### src/rtl/hs_port_pkg.sv
package hs_port_pkg;

    localparam int PC_W   = 8;
    localparam int PC_IDX = $clog2(PC_W);

    typedef logic [PC_IDX-1:0] pc_idx_t;

    typedef enum logic {
        DIR_IN  = 1'b0,
        DIR_OUT = 1'b1
    } hs_dir_e;

    // Side-port positions used by the handshake for one slot/direction
    typedef struct packed {
        pc_idx_t hs;   // strobe or acknowledge input, enable read-back
        pc_idx_t bf;   // buffer-full line
        pc_idx_t irq;  // interrupt request line
    } pc_map_t;

    // full: buffer holds data not yet consumed by the other side
    typedef struct packed {
        logic full;
        logic intr;
        logic inte;
    } hs_flags_t;

    function automatic pc_map_t pc_map(input logic port_b, input hs_dir_e d);
        pc_map_t m;
        if (port_b)
            m = '{hs: pc_idx_t'(2), bf: pc_idx_t'(1), irq: pc_idx_t'(0)};
        else if (d == DIR_IN)
            m = '{hs: pc_idx_t'(4), bf: pc_idx_t'(5), irq: pc_idx_t'(3)};
        else
            m = '{hs: pc_idx_t'(6), bf: pc_idx_t'(7), irq: pc_idx_t'(3)};
        return m;
    endfunction

    function automatic logic pc_owned(input pc_map_t m, input pc_idx_t b);
        return (b == m.hs) || (b == m.bf) || (b == m.irq);
    endfunction

    // Buffer-full pin: active high when receiving, active low when sending
    function automatic logic bf_line(input hs_dir_e d, input logic full);
        return (d == DIR_OUT) ? ~full : full;
    endfunction

endpackage

### src/rtl/hs_sync_edge.sv
module hs_sync_edge #(
    parameter int   STAGES  = 2,
    parameter logic RST_VAL = 1'b1
) (
    input  logic clk,
    input  logic rst,
    input  logic d,
    output logic level,
    output logic rise
);
    logic [STAGES-1:0] sr;
    logic              last;

    generate
        if (STAGES == 1) begin : g_one
            always_ff @(posedge clk) begin
                if (rst) sr <= RST_VAL;
                else     sr <= d;
            end
        end else begin : g_chain
            always_ff @(posedge clk) begin
                if (rst) sr <= {STAGES{RST_VAL}};
                else     sr <= {sr[STAGES-2:0], d};
            end
        end
    endgenerate

    always_ff @(posedge clk) begin
        if (rst) last <= RST_VAL;
        else     last <= level;
    end

    assign level = sr[STAGES-1];
    assign rise  = level & ~last;
endmodule

### src/rtl/hs_core.sv
module hs_core
    import hs_port_pkg::*;
#(
    parameter int W = 8
) (
    input  logic          clk,
    input  logic          rst,
    input  hs_dir_e       dir,
    input  logic          dir_chg,
    input  logic          hs_level,
    input  logic          hs_rise,
    input  logic [W-1:0]  pin_data,
    input  logic          cpu_rd,
    input  logic          cpu_wr,
    input  logic [W-1:0]  cpu_wdata,
    input  logic          inte_wr,
    input  logic          inte_val,
    output hs_flags_t     flags,
    output logic [W-1:0]  in_lat,
    output logic [W-1:0]  out_lat
);
    hs_flags_t nxt;
    logic      ev_done;
    logic      cap_en;
    logic      load_en;

    always_comb begin
        nxt     = flags;
        ev_done = 1'b0;
        if (inte_wr) nxt.inte = inte_val;
        if (dir_chg) begin
            nxt = '0;
        end else if (dir == DIR_IN) begin
            if (hs_rise && !flags.full) begin
                nxt.full = 1'b1;
                ev_done  = 1'b1;
            end else if (cpu_rd) begin
                nxt.full = 1'b0;
                nxt.intr = 1'b0;
            end
        end else begin
            if (cpu_wr) begin
                nxt.full = 1'b1;
                nxt.intr = 1'b0;
            end else if (hs_rise && flags.full) begin
                nxt.full = 1'b0;
                ev_done  = 1'b1;
            end
        end
        if (ev_done) nxt.intr = 1'b1;
        // request survives only under the enable as it will stand after this edge
        nxt.intr = nxt.intr & nxt.inte;
    end

    assign cap_en  = !dir_chg && (dir == DIR_IN) && !hs_level && !flags.full;
    assign load_en = !dir_chg && (dir == DIR_OUT) && cpu_wr;

    always_ff @(posedge clk) begin
        if (rst) begin
            flags   <= '0;
            in_lat  <= '0;
            out_lat <= '0;
        end else begin
            flags <= nxt;
            if (cap_en)  in_lat  <= pin_data;
            if (load_en) out_lat <= cpu_wdata;
        end
    end
endmodule

### src/rtl/hs_portc.sv
module hs_portc
    import hs_port_pkg::*;
#(
    parameter logic PORT_B = 1'b0
) (
    input  logic             clk,
    input  logic             rst,
    input  hs_dir_e          dir,
    input  hs_flags_t        flags,
    input  logic             bsr_valid,
    input  pc_idx_t          bsr_bit,
    input  logic             bsr_val,
    input  logic [PC_W-1:0]  pc_pin_in,
    output logic             hs_pin,
    output logic             inte_wr,
    output logic             inte_val,
    output logic [PC_W-1:0]  pc_status,
    output logic [PC_W-1:0]  pc_pin_out
);
    pc_map_t         map;
    logic            bf_pin;
    logic [PC_W-1:0] plain_q;

    assign map      = pc_map(PORT_B, dir);
    assign bf_pin   = bf_line(dir, flags.full);
    assign hs_pin   = pc_pin_in[map.hs];
    assign inte_wr  = bsr_valid && (bsr_bit == map.hs);
    assign inte_val = bsr_val;

    for (genvar b = 0; b < PC_W; b++) begin : g_bit
        localparam pc_idx_t IDX = pc_idx_t'(b);

        always_ff @(posedge clk) begin
            if (rst)
                plain_q[b] <= 1'b0;
            else if (bsr_valid && (bsr_bit == IDX) && !pc_owned(map, IDX))
                plain_q[b] <= bsr_val;
        end

        always_comb begin
            if (IDX == map.hs) begin
                pc_status[b]  = flags.inte;
                pc_pin_out[b] = 1'b0;
            end else if (IDX == map.bf) begin
                pc_status[b]  = bf_pin;
                pc_pin_out[b] = bf_pin;
            end else if (IDX == map.irq) begin
                pc_status[b]  = flags.intr;
                pc_pin_out[b] = flags.intr;
            end else begin
                pc_status[b]  = pc_pin_in[b];
                pc_pin_out[b] = plain_q[b];
            end
        end
    end
endmodule

### src/rtl/hs_port.sv
module hs_port
    import hs_port_pkg::*;
#(
    parameter int   W           = 8,
    parameter int   SYNC_STAGES = 2,
    parameter logic PORT_B      = 1'b0
) (
    input  logic          clk,
    input  logic          rst,
    input  logic          dir_out,
    input  logic          cpu_rd,
    input  logic          cpu_wr,
    input  logic [W-1:0]  cpu_wdata,
    output logic [W-1:0]  cpu_rdata,
    input  logic          bsr_valid,
    input  logic [2:0]    bsr_bit,
    input  logic          bsr_val,
    output logic [7:0]    pc_status,
    input  logic [W-1:0]  per_data_in,
    output logic [W-1:0]  per_data_out,
    input  logic [7:0]    pc_pin_in,
    output logic [7:0]    pc_pin_out,
    output logic          irq
);
    hs_dir_e   dir_q;
    logic      dir_chg;
    hs_flags_t flags;
    logic      hs_pin;
    logic      hs_level;
    logic      hs_rise;
    logic      inte_wr;
    logic      inte_val;
    logic [W-1:0] in_lat;
    logic [W-1:0] out_lat;

    always_ff @(posedge clk) begin
        if (rst) dir_q <= DIR_IN;
        else     dir_q <= hs_dir_e'(dir_out);
    end
    assign dir_chg = (hs_dir_e'(dir_out) != dir_q);

    hs_portc #(.PORT_B(PORT_B)) u_portc (
        .clk        (clk),
        .rst        (rst),
        .dir        (dir_q),
        .flags      (flags),
        .bsr_valid  (bsr_valid),
        .bsr_bit    (pc_idx_t'(bsr_bit)),
        .bsr_val    (bsr_val),
        .pc_pin_in  (pc_pin_in),
        .hs_pin     (hs_pin),
        .inte_wr    (inte_wr),
        .inte_val   (inte_val),
        .pc_status  (pc_status),
        .pc_pin_out (pc_pin_out)
    );

    hs_sync_edge #(.STAGES(SYNC_STAGES), .RST_VAL(1'b1)) u_sync (
        .clk   (clk),
        .rst   (rst),
        .d     (hs_pin),
        .level (hs_level),
        .rise  (hs_rise)
    );

    hs_core #(.W(W)) u_core (
        .clk       (clk),
        .rst       (rst),
        .dir       (dir_q),
        .dir_chg   (dir_chg),
        .hs_level  (hs_level),
        .hs_rise   (hs_rise),
        .pin_data  (per_data_in),
        .cpu_rd    (cpu_rd),
        .cpu_wr    (cpu_wr),
        .cpu_wdata (cpu_wdata),
        .inte_wr   (inte_wr),
        .inte_val  (inte_val),
        .flags     (flags),
        .in_lat    (in_lat),
        .out_lat   (out_lat)
    );

    assign cpu_rdata    = (dir_q == DIR_OUT) ? out_lat : in_lat;
    assign per_data_out = out_lat;
    assign irq          = flags.intr;
endmodule

### config.mk
export PLATFORM = sky130hd
export DESIGN_NAME = hs_port
export DESIGN_NICKNAME = d
export VERILOG_FILES = /design/src/rtl/hs_port_pkg.sv /design/src/rtl/hs_sync_edge.sv /design/src/rtl/hs_core.sv /design/src/rtl/hs_portc.sv /design/src/rtl/hs_port.sv
export SDC_FILE = /design/constraint.sdc
export NUM_CORES = 1
export LEC_CHECK = 0
export BUFFER_PORTS_ARGS = -buffer_cell sky130_fd_sc_hd__buf_2
export CORE_ASPECT_RATIO = 1.75
export CORE_MARGIN = 2
export CORE_UTILIZATION = 48
export CTS_BUF_LIST = sky130_fd_sc_hd__clkbuf_8
export CTS_CLUSTER_DIAMETER = 50
export DETAILED_ROUTE_END_ITERATION = 8
export PLACE_DENSITY_LB_ADDON = 0.3
export SLEW_MARGIN = 10
export SYNTH_ARGS = -nofsm -noshare
export SYNTH_HDL_FRONTEND = slang
export SYNTH_HIERARCHICAL = 1
export SYNTH_SLANG_ARGS = --single-unit
### constraint.sdc
create_clock -name clk -period 2.5 [get_ports clk]
set_input_delay 0.375 -clock clk [delete_from_list [all_inputs] [get_ports clk]]
set_output_delay 0.375 -clock clk [all_outputs]
set_load 0.005 [all_outputs]
Word-level counts from Yosys, hierarchy flattened
Cells that the tools add are included.
{ "op_classes": {"order_cmp": 1, "n_reduce_logical": 58, "bitwise_logic": 5, "n_eq_ne": 31, "n_mux": 69} }
{ "op_table": {"columns": ["cell", "count"], "rows": [
  ["$mux W1", 64],
  ["$eq A3 B3 Y1 const A", 12],
  ["$logic_and A1 B1 Y1", 24],
  ["$eq A2 B3 Y1 const A", 6],
  ["$logic_or A1 B1 Y1", 16],
  ["$mux W8", 2],
  ["$eq A3 B3 Y1 const B", 4],
  ["$logic_not A3 Y1", 4],
  ["$logic_not A1 Y1", 11],
  ["$eq A1 B3 Y1 const A", 3],
  ["$eq A3 B2 Y1 const B", 2],
  ["$lt A3 B4 Y1 const B", 1],
  ["$mux W2", 2],
  ["$bmux W1 S3", 1],
  ["$eq A3 B1 Y1 const B", 1],
  ["$eq A3 B3 Y1", 1],
  ["$ne A3 B2 Y1 const B", 1],
  ["$not A1 Y1", 3],
  ["$reduce_bool A3 Y1", 1],
  ["$and A1 B1 Y1", 2],
  ["$reduce_and A2 Y1", 1],
  ["$reduce_or A2 Y1", 1],
  ["$ne A1 B1 Y1", 1]
]} }
{ "word_totals": {"output_inout_bits": 33, "inputBits": 34, "regBits": 31} }

Depth between registers and ports, before layout
{ "logic_depth": {"depth_word": 9, "mapped_depth": 6, "depth_no_buf": 5} }

By module
Netlist, hierarchy kept.
{ "by_module_without_submodules": {"columns": ["module", "area_each_um2", "cells_each", "instances", "seq_area_each_um2"], "rows": [
  ["hs_core", 721.9, 68, 1, 380.4],
  ["hs_portc", 515.5, 58, 1, 140.1],
  ["hs_port", 166.4, 12, 1, 20.0],
  ["hs_sync_edge", 85.1, 7, 1, 60.1]
]} }

Worst setup path before layout
No wires, ideal clock.
{ "synth_path": {"kind": "reg-to-reg", "startpoint": "reg dir_q", "endpoint": "reg u_core.in_lat[2]", "n_path_buf": 1, "period_less_slack_ns": 1.806, "setup_slack_ns": 0.694, "arrival_ns": 1.678, "stages_incl_launch_ff": 6, "setup_time_ns": 0.128, "path_cell_list": "dfxtp_1 buf_6 xor2_1 nor4_4 mux2i_1 nor2_1"} }
{ "synth_between": {"elab_chain_len": 5, "word_cells_on_any_way": 6, "classes_between": "eq/ne (1); bitwise (1); reduce/logical (4)"} }
{ "synth_rtl": {"columns": ["item", "line", "text"], "rows": [
  ["start, declared", "hs_port.sv:25", "hs_dir_e dir_q;"],
  ["start signal, assigned", "hs_port.sv:38", "else dir_q <= hs_dir_e'(dir_out);"],
  ["$ne A1 B1 Y1", "hs_port.sv:40", "assign dir_chg = (hs_dir_e'(dir_out) != dir_q);"],
  ["net dir_chg", "hs_port.sv:26", "logic dir_chg;"],
  ["$logic_not A1 Y1", "hs_core.sv:55", "assign cap_en = !dir_chg && (dir == DIR_IN) && !hs_level && !flags.full;"],
  ["$logic_and A1 B1 Y1 (3 in a row)", "hs_core.sv:55", null],
  ["end signal, assigned", "hs_core.sv:65", "if (cap_en) in_lat <= pin_data;"],
  ["end, declared", "hs_core.sv:19", "output logic [W-1:0] in_lat,"]
]} }
The timed path passes the listed nets, and every way through them passes these cells.
A chain may end at the register's enable or synchronous reset.

Worst setup path after layout
{ "layout_path": {"startpoint": "reg dir_q", "endpoint": "reg u_core.out_lat[7]"} }
{ "layout_between": {"elab_chain_len": 4} }
{ "layout_rtl": {"columns": ["item", "line", "text"], "rows": [
  ["$ne A1 B1 Y1", "hs_port.sv:40", null],
  ["net dir_chg", "hs_port.sv:26", null],
  ["$logic_not A1 Y1", "hs_core.sv:56", "assign load_en = !dir_chg && (dir == DIR_OUT) && cpu_wr;"],
  ["$logic_and A1 B1 Y1 (2 in a row)", "hs_core.sv:56", null],
  ["end signal, assigned", "hs_core.sv:66", "if (load_en) out_lat <= cpu_wdata;"],
  ["end, declared", "hs_core.sv:20", "output logic [W-1:0] out_lat"]
]} }
The timed path passes the listed nets, and every way through them passes these cells.

==> metrics.md <==
| Metric | Value |
|---|---|
| Status | completed |
| WP depth | 5 |
| Row cnt | 26 |
| R2R cell count | 5 |
| Commonest non-fill, non-tap cell in the layout | buf_2 |
| Tot Pwr | 1.097 mW |
| RSZ-0062 raised after global routing | no |
| Post-CTS setup buffer count | 0 |
| Final min period | 1.916 ns |
| Fmax | 0.5219 GHz |
| Synth-to-layout area growth | 24.12% |
| Critical path fanouts, max | 8 |
| DP Wirelength | 2335 um |
| CP top delay family | simple AND/OR/NAND/NOR gates |
| GRT Total Usage | 0.1921 |
| Most frequent cells in the layout | buf_2 (59), dfxtp_1 (30), mux2i_1 (25) |
| Cells on Worst Hold Path | 3 |
| Placed cell areas | 1735 um^2 |
| Clk buf depth | 2 |
| First-pass GRT wire length | 5071 um |
| # diodes | 0 |
| Bufs and invs on worst path | 1 |
| Non-filler instance count after layout | 227 |
| Die Ht | 77.68 um |
| # clock sinks | 30 |
| Starting Density | 0.5085 |
| Final Hold Vio Count | 0 |
| Largest net degree at the start of global routing | 31 |
| Setup TNS | 0 ns |
| Num ports | 67 |
| Reg2reg start | dir_q$_SDFF_PP0_ |
| Inst Count DP | 220 |
| Synth Cell Area | 1489 um^2 |
| Core Box Area | 2928 um^2 |
| CP Data Arrival Time | 2.06 ns |
| CTS resizes | 0 |
| Via count | 1189 |
| Register area share after synthesis | 0.4034 |
| Hold Crit Class | input port to flop |
| Clock Latency Late Sink | 0.27 ns |
| Design Area, Final | 1848 um^2 |
| Initial antenna violation count | 0 |
| Final setup skew | 0.007402 ns |
| Yosys reg bits | 30 |
| Actual slew at the worst max-slew pin | 0.7241 ns |
| TritonCTS buffer count | 5 |
| Avg Inst Size Synth | 10.27 um^2 |
| Crit path max-delay cell type | nand3b_1 |
| Syn Nets | 179 |
| CP peak stage delay | 0.51 ns |
| TritonRoute pass-1 iters | 4 |
| Vias per inst | 5.238 |
| H-tree lvl count | 2 |
| Reg2Reg Setup Slack | 0.58 ns |
| Final period util | 0.7664 |
| Number of global-route vias before repair | 1189 |
| Worst VDD drop | 585.2 uV |
| Post-synth cell types | 32 |
| Crit path cell chain | buf_4, xor2_1, nand3b_1, mux2i_1, nor2_1 |
| Total gr overflow | 0 |
| CTS root buffer | clkbuf_8 |
| Crit path from | dir_q$_SDFF_PP0_ |
| CTS tree | yes |
| RD Place Congestion | 0.6945 |
| Post-Syn Instances | 145 |
| Critical path capture point type | flop |
| Hold Crit Endpoint | u_core/out_lat[6]$_SDFFE_PP0P_ |
| Pwr Density | 593.7 nW/um^2 |
| WL/cell | 13.70 um |
| Layout Nets | 233 |
| Final ANT Viol Nets | 0 |
| Max-Cap Viols | 0 |
| DR iter-0 viols | 18 |
| Clk slew on worst S/H paths | 0.06 ns |
| Layout cells sized above 1 | 0.4271 |
| CP Data Required Time | 2.64 ns |
| Die area | 3581 um^2 |
| CTS hold repair buffers | 0 |
| Worst setup path class | flop to flop |
| Setup violators final | 0 |
| Slew Viols, Final | 0 |
| DRC viols | 0 |
| I/O Buffers | 59 |
| Die X | 46.10 um |
| R2R Path End | u_core/out_lat[7]$_SDFFE_PP0P_ |
| Ys Warns | 6 |
| Final wirelength | 3109 um |
| CP Launch Type | flop |
| Slew headroom | 0.5137 |
| Hold Path Origin | cpu_wdata[6] |
| Leakage Power | 0.9357 nW |
-- cell type report --
cell class	count	area (um^2)
multi-input cells	100	785.8
repair buffers	61	310.3
fillers	259	1080
flip-flops and latches	30	600.6
inverters	1	3.754
well taps	28	35.03
clock buffers	6	82.58
clock inverters	1	30.03
-- Yosys cell counts, drive strengths merged --
| master | number | area, um^2 |
|---|---|---|
| a211oi | 1 | 7.510 |
| nor3b | 1 | 7.510 |
| nand2b | 6 | 37.54 |
| o211ai | 1 | 7.510 |
| or2 | 3 | 18.77 |
| clkbuf | 1 | 3.750 |
| nand3b | 2 | 15.01 |
| and2 | 1 | 6.260 |
| a21oi | 2 | 10.01 |
| nand4 | 2 | 12.51 |
| nand2 | 8 | 30.03 |
| nor4b | 1 | 15.01 |
| and3b | 1 | 10.01 |
| dfxtp | 30 | 600.6 |
| and2b | 2 | 16.27 |
| and4bb | 2 | 25.02 |
| nor3 | 1 | 5.000 |
| buf | 13 | 95.08 |
| nor2 | 20 | 75.07 |
| o311a | 1 | 10.01 |
| o21ai | 1 | 5.000 |
| mux2 | 11 | 153.9 |
| xor2 | 1 | 8.760 |
| nor2b | 6 | 37.54 |
| nor4 | 1 | 21.27 |
| inv | 1 | 3.750 |
| mux2i | 25 | 250.2 |
-- where the power goes --
part / switching, mW / internal [mW] / total, mW
logic: 0.0555 / 0.0600 / 0.115
registers: 0.00797 / 0.490 / 0.498
clock network: 0.165 / 0.318 / 0.484
-- per-layer routing --
layer  part of all wire  global-route usage
met2               0.57              0.3625
met4              0.013             0.07714
met1               0.36              0.1740
met3              0.051             0.05349
met5                  0                   0
-- sequential cells by signal, indices dropped and copies added (netlist names) --
register	cells
u_core/flags	3
u_core/out_lat	8
dir_q	1
u_core/in_lat	8
u_sync/sr	2
u_portc/plain_q	7
u_sync/last	1
-- how the worst max path moves through the flow --
| stage | end | slack (ns) |
|---|---|---|
| after CTS | u_core/out_lat[7]$_SDFFE_PP0P_ | 0.55 |
| after global routing | u_core/out_lat[4]$_SDFFE_PP0P_ | 0.44 |
| after detailed placement | u_core/out_lat[7]$_SDFFE_PP0P_ | 0.58 |
| after floorplan | u_core/in_lat[2]$_SDFFE_PP0P_ | 0.69 |
| final | u_core/out_lat[7]$_SDFFE_PP0P_ | 0.58 |
| after global placement | u_core/out_lat[1]$_SDFFE_PP0P_ | 0.64 |
-- per-stage QoR --
stage | util | hold WS (ns) | worst slack (ns)
global route | 0.6312 | 0.3472 | 0.4356
global placement | 0.5927 | 0.4038 | 0.6413
floorplan | - | 0.3854 | 0.6942
detailed placement | 0.5927 | 0.4065 | 0.5780
finish | 0.6312 | 0.3296 | 0.5840
CTS | 0.6312 | 0.3196 | 0.5484
-- cells by family (layout without fill, tap and decap cells) --
group,Yosys count,after routing,share of synthesized area
AOI/OAI and AO/OA,6,6,0.02689
and+or+nand+nor,57,57,0.2235
buffers and inverters,15,69,0.06890
muxes,36,36,0.2714
DFF,30,30,0.4034
xor gates and xnor gates,1,1,0.005883
-- tightest hold or removal path, cell delays in order --
cell	delay (ns)
buf_2	0.07
mux2i_1	0.05
nor2_1	0.07
Note: power is estimated with default switching activity, not from simulation.
